===== src/rtl/deskew_pkg.sv =====
package deskew_pkg;
  typedef enum logic [1:0] {
    ST_IDLE    = 2'd0,
    ST_WAIT    = 2'd1,
    ST_ALIGNED = 2'd2,
    ST_ERROR   = 2'd3
  } align_state_t;
endpackage


===== src/rtl/deskew_marker_match.sv =====
module deskew_marker_match #(
  parameter int DATA_W = 16
) (
  input  logic              valid,
  input  logic [DATA_W-1:0] word,
  input  logic [DATA_W-1:0] mask,
  input  logic [DATA_W-1:0] value,
  output logic              hit
);
  // a marker needs a valid word whose masked bits equal the value
  assign hit = valid && ((word & mask) == value);
endmodule


===== src/rtl/deskew_delay_line.sv =====
module deskew_delay_line #(
  parameter int DATA_W = 16,
  parameter int DEPTH  = 16
) (
  input  logic                     clk,
  input  logic                     rst,
  input  logic [DATA_W-1:0]        in_data,
  input  logic                     in_valid,
  input  logic [$clog2(DEPTH)-1:0] tap_sel,
  output logic [DATA_W-1:0]        out_data,
  output logic                     out_valid
);
  localparam int EW = DATA_W + 1;

  logic [EW-1:0] stage [DEPTH];

  always_ff @(posedge clk) begin
    if (rst) begin
      for (int k = 0; k < DEPTH; k++) stage[k] <= '0;
    end else begin
      stage[0] <= {in_valid, in_data};
      for (int k = 1; k < DEPTH; k++) stage[k] <= stage[k-1];
    end
  end

  assign {out_valid, out_data} = stage[tap_sel];
endmodule


===== src/rtl/deskew_ctrl.sv =====
module deskew_ctrl
  import deskew_pkg::*;
#(
  parameter int NUM_LANES = 8,
  parameter int DEPTH     = 16,
  parameter int TIMEOUT   = 128
) (
  input  logic                           clk,
  input  logic                           rst,
  input  logic                           enable,
  input  logic                           sync_req,
  input  logic [NUM_LANES-1:0]           lane_en,
  input  logic [NUM_LANES-1:0]           in_hit,
  output align_state_t                   state,
  output logic [NUM_LANES-1:0]           lane_used,
  output logic [NUM_LANES*$clog2(DEPTH)-1:0] tap_sel
);
  localparam int DW = $clog2(DEPTH);
  localparam int CW = $clog2(TIMEOUT + 1);

  logic [CW-1:0]        wait_cnt;
  logic [CW-1:0]        arrival [NUM_LANES];
  logic [NUM_LANES-1:0] seen;

  logic          all_seen;
  logic          any_used;
  logic [CW-1:0] newest;
  logic [CW-1:0] oldest;
  logic [CW-1:0] spread;
  logic          too_wide;

  always_comb begin
    all_seen = 1'b1;
    any_used = 1'b0;
    newest   = '0;
    oldest   = '1;
    for (int i = 0; i < NUM_LANES; i++) begin
      if (lane_used[i]) begin
        any_used = 1'b1;
        if (!seen[i]) all_seen = 1'b0;
        if (arrival[i] > newest) newest = arrival[i];
        if (arrival[i] < oldest) oldest = arrival[i];
      end
    end
    spread   = any_used ? (newest - oldest) : '0;
    too_wide = spread > CW'(DEPTH - 1);
  end

  always_ff @(posedge clk) begin
    if (rst) begin
      state     <= ST_IDLE;
      wait_cnt  <= '0;
      seen      <= '0;
      lane_used <= '0;
      tap_sel   <= '0;
      for (int i = 0; i < NUM_LANES; i++) arrival[i] <= '0;
    end else if (!enable) begin
      state <= ST_IDLE;
      seen  <= '0;
    end else if (sync_req) begin
      state     <= ST_WAIT;
      wait_cnt  <= '0;
      seen      <= '0;
      lane_used <= lane_en;
    end else if (state == ST_WAIT) begin
      for (int i = 0; i < NUM_LANES; i++) begin
        if (lane_used[i] && in_hit[i] && !seen[i]) begin
          seen[i]    <= 1'b1;
          arrival[i] <= wait_cnt;
        end
      end
      if (all_seen) begin
        if (too_wide) begin
          state <= ST_ERROR;
        end else begin
          state <= ST_ALIGNED;
          for (int i = 0; i < NUM_LANES; i++)
            tap_sel[i*DW +: DW] <= DW'(newest - arrival[i]);
        end
      end else if (wait_cnt == CW'(TIMEOUT)) begin
        state <= ST_ERROR;
      end else begin
        wait_cnt <= wait_cnt + 1'b1;
      end
    end
  end
endmodule


===== src/rtl/lane_deskew_aligner.sv =====
module lane_deskew_aligner
  import deskew_pkg::*;
#(
  parameter int NUM_LANES = 8,
  parameter int DATA_W    = 16,
  parameter int DEPTH     = 16,
  parameter int TIMEOUT   = 128
) (
  input  logic                          clk,
  input  logic                          rst,
  input  logic                          enable,
  input  logic                          sync_req,
  input  logic [NUM_LANES-1:0]          lane_en,
  input  logic [DATA_W-1:0]             marker_mask,
  input  logic [DATA_W-1:0]             marker_value,
  input  logic [NUM_LANES*DATA_W-1:0]   in_data,
  input  logic [NUM_LANES-1:0]          in_valid,
  output logic [NUM_LANES*DATA_W-1:0]   out_data,
  output logic [NUM_LANES-1:0]          out_valid,
  output logic                          sync_done,
  output logic                          align_err,
  output logic                          lost_align
);
  localparam int DW = $clog2(DEPTH);

  align_state_t               state;
  logic [NUM_LANES-1:0]       lane_used;
  logic [NUM_LANES*DW-1:0]    tap_sel;
  logic [NUM_LANES-1:0]       in_hit;
  logic [NUM_LANES-1:0]       tap_valid;
  logic [NUM_LANES-1:0]       out_hit;
  logic                       aligned;

  assign aligned = (state == ST_ALIGNED);

  for (genvar g = 0; g < NUM_LANES; g++) begin : g_lane
    deskew_marker_match #(.DATA_W(DATA_W)) u_in_match (
      .valid (in_valid[g]),
      .word  (in_data[g*DATA_W +: DATA_W]),
      .mask  (marker_mask),
      .value (marker_value),
      .hit   (in_hit[g])
    );

    deskew_delay_line #(.DATA_W(DATA_W), .DEPTH(DEPTH)) u_delay (
      .clk       (clk),
      .rst       (rst),
      .in_data   (in_data[g*DATA_W +: DATA_W]),
      .in_valid  (in_valid[g]),
      .tap_sel   (tap_sel[g*DW +: DW]),
      .out_data  (out_data[g*DATA_W +: DATA_W]),
      .out_valid (tap_valid[g])
    );

    assign out_valid[g] = tap_valid[g] & lane_used[g] & aligned;

    deskew_marker_match #(.DATA_W(DATA_W)) u_out_match (
      .valid (out_valid[g]),
      .word  (out_data[g*DATA_W +: DATA_W]),
      .mask  (marker_mask),
      .value (marker_value),
      .hit   (out_hit[g])
    );
  end

  deskew_ctrl #(
    .NUM_LANES (NUM_LANES),
    .DEPTH     (DEPTH),
    .TIMEOUT   (TIMEOUT)
  ) u_ctrl (
    .clk       (clk),
    .rst       (rst),
    .enable    (enable),
    .sync_req  (sync_req),
    .lane_en   (lane_en),
    .in_hit    (in_hit),
    .state     (state),
    .lane_used (lane_used),
    .tap_sel   (tap_sel)
  );

  // sticky watch for output markers that no longer coincide
  always_ff @(posedge clk) begin
    if (rst || !enable || sync_req) begin
      lost_align <= 1'b0;
    end else if (aligned && (|out_hit) && (out_hit != lane_used)) begin
      lost_align <= 1'b1;
    end
  end

  assign sync_done = aligned;
  assign align_err = (state == ST_ERROR);
endmodule


===== config.mk =====
export PLATFORM = sky130hd
export DESIGN_NAME = lane_deskew_aligner
export DESIGN_NICKNAME = d
export VERILOG_FILES = /design/src/rtl/deskew_pkg.sv /design/src/rtl/deskew_marker_match.sv /design/src/rtl/deskew_delay_line.sv /design/src/rtl/deskew_ctrl.sv /design/src/rtl/lane_deskew_aligner.sv
export SDC_FILE = /design/constraint.sdc
export NUM_CORES = 2
export LEC_CHECK = 0
export ABC_AREA = 1
export BUFFER_PORTS_ARGS = -buffer_cell sky130_fd_sc_hd__buf_2
export CAP_MARGIN = 0
export CORE_MARGIN = 2
export CORE_UTILIZATION = 50
export CTS_CLUSTER_DIAMETER = 200
export DETAILED_ROUTE_END_ITERATION = 12
export PLACE_DENSITY = 0.75
export RECOVER_POWER = 100
export SLEW_MARGIN = 25
export SYNTH_ARGS = -nofsm -noshare
export SYNTH_HDL_FRONTEND = slang
export SYNTH_SLANG_ARGS = --single-unit

===== constraint.sdc =====
create_clock -name clk -period 38.4 [get_ports clk]
set_input_delay 7.68 -clock clk [delete_from_list [all_inputs] [get_ports clk]]
set_output_delay 7.68 -clock clk [all_outputs]
set_load 0.01 [all_outputs]

---- After elaboration in Yosys (flattened, before gate mapping) ----
Memory sizes are Yosys's and may differ from the RTL's. A register that Yosys moved wholly into a read port is not among the register bits.
Index checks and enable logic that the tools add are counted.
storage, ports and cells
  bits in registers ....................... 59
  memory bits (writable) .................. 2,240
  input port bits ......................... 180
  memories ................................ 9
memory list
  memory                   depth  bits a word  read ports  clocked after Yosys merged registers in  write ports  RTL line                 RTL
  g_lane[0].u_delay.stage  16     17           16          1                                        16           deskew_delay_line.sv:15  logic [EW-1:0] stage [DEPTH];
  g_lane[1].u_delay.stage  16     17           16          1                                        16           deskew_delay_line.sv:15
  g_lane[2].u_delay.stage  16     17           16          1                                        16           deskew_delay_line.sv:15
  g_lane[3].u_delay.stage  16     17           16          1                                        16           deskew_delay_line.sv:15
  g_lane[4].u_delay.stage  16     17           16          1                                        16           deskew_delay_line.sv:15
  g_lane[5].u_delay.stage  16     17           16          1                                        16           deskew_delay_line.sv:15
  3 more memories          n/a    n/a          n/a         n/a                                      n/a          n/a
cells by class
  $add $sub $neg .......................... 10
  $lt $le $gt $ge ......................... 17
  equal/unequal tests ..................... 23
  muxes and demuxes ....................... 269
  bitwise logic cells ..................... 171
  reductions and logical operators ........ 64
operator list
  kind                 count
  $mux 17              128
  $mux 8               45
  $and 16x16->16       16
  $eq 16x16->1         16
  $or 1x1->1           136
  $mux 1               78
  $mux 4               16
  $gt 8x8->1           7
  $lt 8x8->1           7
  $logic_and 1x1->1    34
  $sub 4x4->4          8
  $reduce_and 2->1     11
  $and 1x1->1          16
  $logic_not 1->1      9
  $add 8x1->8 const B  1
  $eq 8x8->1 const B   1
  $gt 8x1->1 const B   1
  $gt 8x4->1 const B   1
  $lt 8x8->1 const B   1
  $ne 8x8->1           1
  $reduce_or 8->1      1
  $sub 8x8->8          1
  $reduce_and 5->1     1
  $eq 2x2->1 const B   2
  other kinds (10)     16

---- Depth between registers and ports, before layout ----
An unclocked memory read counts as a cell.
  word-level depth ........................ 32
  gate-level depth with buffers ........... 109
  mapped depth without buffers ............ 102

---- Cells and area by module ----
From an unflattened synthesis, not the netlist that was laid out.
unflattened totals
  cells, all modules ...................... 14,322
  area total of the unflattened synthesis .. 97,414.7 sq um
by module, submodules not included
  module               instances  cells each  area each (sq um)  sequential area each (sq um)
  deskew_delay_line    8          1,448       10,237.3           5,445.2
  deskew_ctrl          1          1,425       9,954.5            3,083.0
  deskew_marker_match  16         78          329.1              0.0
  lane_deskew_aligner  1          65          296.5              20.0

---- Least setup slack after synthesis ----
OpenSTA, ideal clock, no wires.
  kind .................................... register to register
  start ................................... reg u_ctrl.lane_used[0]
  end ..................................... reg with a tool-made name
  setup time .............................. 0.116 ns
  data arrival time ....................... 12.401 ns
  data required time ...................... 38.284 ns
  path slack .............................. 25.883 ns
  cell stages (with the launch flop) ...... 76
  cells stage by stage .................... dfxtp_1 > buf_2 > inv_1 > clkbuf_1 > nor2_1 > ha_1 > o21ai_1 > nand2_1 > nand3_1 > nand2_1 > nand2_1 > nand2_1 > nand2_1 > nand2_1 > clkbuf_1 > nand2_1 > o21ai_0 > ha_1 > (+40 left out) > or2_2 > o21ai_0 > fa_1 > nand3b_1 > and2_1 > inv_1 > a21oi_1 > o21ai_0 > inv_1 > nand2_1 > nand3_1 > a211oi_1 > nand3_2 > nand2_4 > nand2_8 > buf_4 > nor2_1 > nor2_1
RTL lines
  item                    RTL line           RTL
  start, declared         deskew_ctrl.sv:15  output logic [NUM_LANES-1:0] lane_used,
  start signal, assigned  deskew_ctrl.sv:64  lane_used <= lane_en;

==> results.ini <==
[timing]
finalSetupViolations=0
rsz0062_at_grt=no
finalCriticalPeriod_ns=25.84
finalCritPeriodShare_pct=67.3
setup_tns_ns=0
hold_viol_final=0
tightest_slew_ns=9.16
relSlewSlack_pct=-511
slew_violations=2872
skew_ns=0.0700
timing.fmax_mhz=38.7

[yosys]
avgSynthCellArea_um2=7.36
synth.net_count=13000
synth_area_leader_cell=dfxtp_1
synth-async-reset-ratio_pct=0
synth_area_um2=93300
syn_inst=12700
synth_ff_type=dfxtp_1
yosys.area.top_type_share_pct=48.6
yosys-top-cells-area=dfxtp_1, inv_1, nor2_1
synth.distinct_cells=49
yosysSeqAreaShare_pct=50.7
ys_warn_count=0
synth-edff-count=64
ys_seq_elements=2331

[pwr]
p_leak_nw=40.5
powerDensity_nw_per_um2=49.5
ir_drop_v=0.0000528

[worst_setup_path]
cp-start-kind=input port
timing.rr.start=u_ctrl.lane_used[0]
crit_chain=clkbuf_1 -> clkbuf_1 -> clkbuf_1 -> clkbuf_1 -> clkbuf_1 -> buf_4 -> buf_4 -> nor2_1
ff2ff_path_depth=65
critical_path_class=in2reg
endpoint_kind=flop
cp.arrival_ns=26.57
crit_top_cell=clkbuf_1
cpPeakStageDelay_ns=6.26
worst_ep_required_time_ns=39.13
cp_slowest_cell=clkbuf_1
crit_fanout=217
cp-startpoint=rst

[cts]
clock-root-buffer=clkbuf_16
clkLatencyLatePin_ns=0.88
clkTransAtPathRegs_ns=0.06
numCtsBuffers=222
cts_tree=yes
ctsHtreeMaxLevel=4
clk_path_buf_depth=3
cts_hold_buf=0
cts.sinks=2331
cts_resized=0
cts_setup_buffers=0

[final_layout]
num-fill-cells=17400
post-route-util_pct=55.7
final_area_um2=103000
layout-drive-gt1-share_pct=5.83
area_growth_pct=10.7
final_common_cell=nor2_1
final_cell_mix=nor2_1, inv_1, dfxtp_1
fin_nets=12900
fin_cells=15300

[global_route]
track_usage_pct=28.8
grt_max_degree=235
first_global_vias=70900
grt_overflow=0
grt_pass1_wl_mm=425
antenna_found_initial=44

[hold_path]
min_path_cells=2
min_from=g_lane[2].u_delay.stage[13][9]
hold_class=reg2reg

[place]
gp_congestion=1.03
dp.cells=14800
io_buffers=318
hpwl_mm=180
dpl_cell_area_um2=96000

[routing]
drtIter0Drc=8716
route.detailed.drc=0
drt-total-wl_mm=282
ant_nets=0
dr_total_vias=78900
wl_per_cell_um=18.5
detail_route.vias_per_cell=5.17
first_pass_iters=8

[floorplan]
io_pins=319
fp.dieH_um=436
core_um2=185000
dieArea_um2=190000
rows=158
initial_core_util_pct=50.3
die_x_um=436

[outcome]
status=finished with violations
violations=capacitance limit, slew limit

[run]
drv_cap=37

synthesized netlist by cell type, drive strengths merged, types with 2 or more instances:
master and number:
a21oi 1174, buf 82, nor2 2423, a2111oi 6
inv 2428, nand3 977, dfxtp 2267, nand2 827
xor2 203, o221ai 3, nor4 40, a31oi 3
o21ai 1205, clkinv 25, fa 9, nand4 43
clkbuf 691, ha 118, edfxtp 64, a211oi 16
o21bai 6, o31ai 2, nor3 37, nand3b 4
or2 10
through the flow:
step | hold slack, ns | power [mW] | setup slack [ns]
floorplan | 0.399 | 2.78 | 25.88
global placement | 0.402 | 2.93 | 22.53
detailed placement | 0.406 | 2.93 | 22.49
CTS | 0.372 | 5.14 | 22.32
global route | 0.399 | 5.28 | 10.74
finish | 0.375 | 5.12 | 12.56
power breakdown:
group,total (mW),switching (mW),internal (mW)
Sequential,2.47,0.0162,2.46
Combinational,0.417,0.303,0.114
Clock,2.23,0.959,1.27
Total,5.12,1.28,3.84
worst max-delay path: cells and delay by family:
family | cells | cell delay, ns
and+or+nand+nor | 1 | 0.12
buffers and inverters | 7 | 18.47
flip-flops by register name (all words and copies together), names as in the netlist, named ones only:
signal,cells
u_ctrl.tap_sel,32
u_ctrl.seen,8
g_lane.u_delay.stage,2176
lost_align,1
u_ctrl.lane_used,8
u_ctrl.arrival,64
u_ctrl.state,2
u_ctrl.wait_cnt,8
area by class of cell:
type	instances	area, µm²	area share [%]
clock inverters	72	771	0.746
inverters	2453	9220	8.92
multi-input cells	7117	33800	32.7
diodes	38	95.1	0.0920
clock buffers	343	6740	6.52
repair buffers	435	2300	2.23
well taps	2480	3100	3.00
flip-flops and latches	2331	47300	45.8
routing by layer:
layer | wire length (µm) | global-route usage (%)
met5 | 23 | 0
met4 | 23300 | 21.9
met3 | 21400 | 4.97
met2 | 124000 | 44.4
met1 | 114000 | 36.0
cells by family after synthesis:
logic type | count (synthesis) | synth area share [%]
DFF | 2331 | 50.7
AOI/OAI and AO/OA | 2420 | 13.1
xor gates and xnor gates | 204 | 1.91
and+or+nand+nor | 4366 | 19.4
adders and majority gates | 127 | 1.78
buffers and inverters | 3226 | 13.1
path summary, 6_finish.rpt:
kind,endpoint,slack (ns)
setup / recovery,g_lane[2].u_delay.stage[7][6],12.56
hold / removal,g_lane[2].u_delay.stage[14][9],0.38
setup reg to reg,u_ctrl.tap_sel[24],20.27
hold reg to reg,g_lane[2].u_delay.stage[14][9],0.38
No activity file was read; power rests on OpenSTA's default activity.
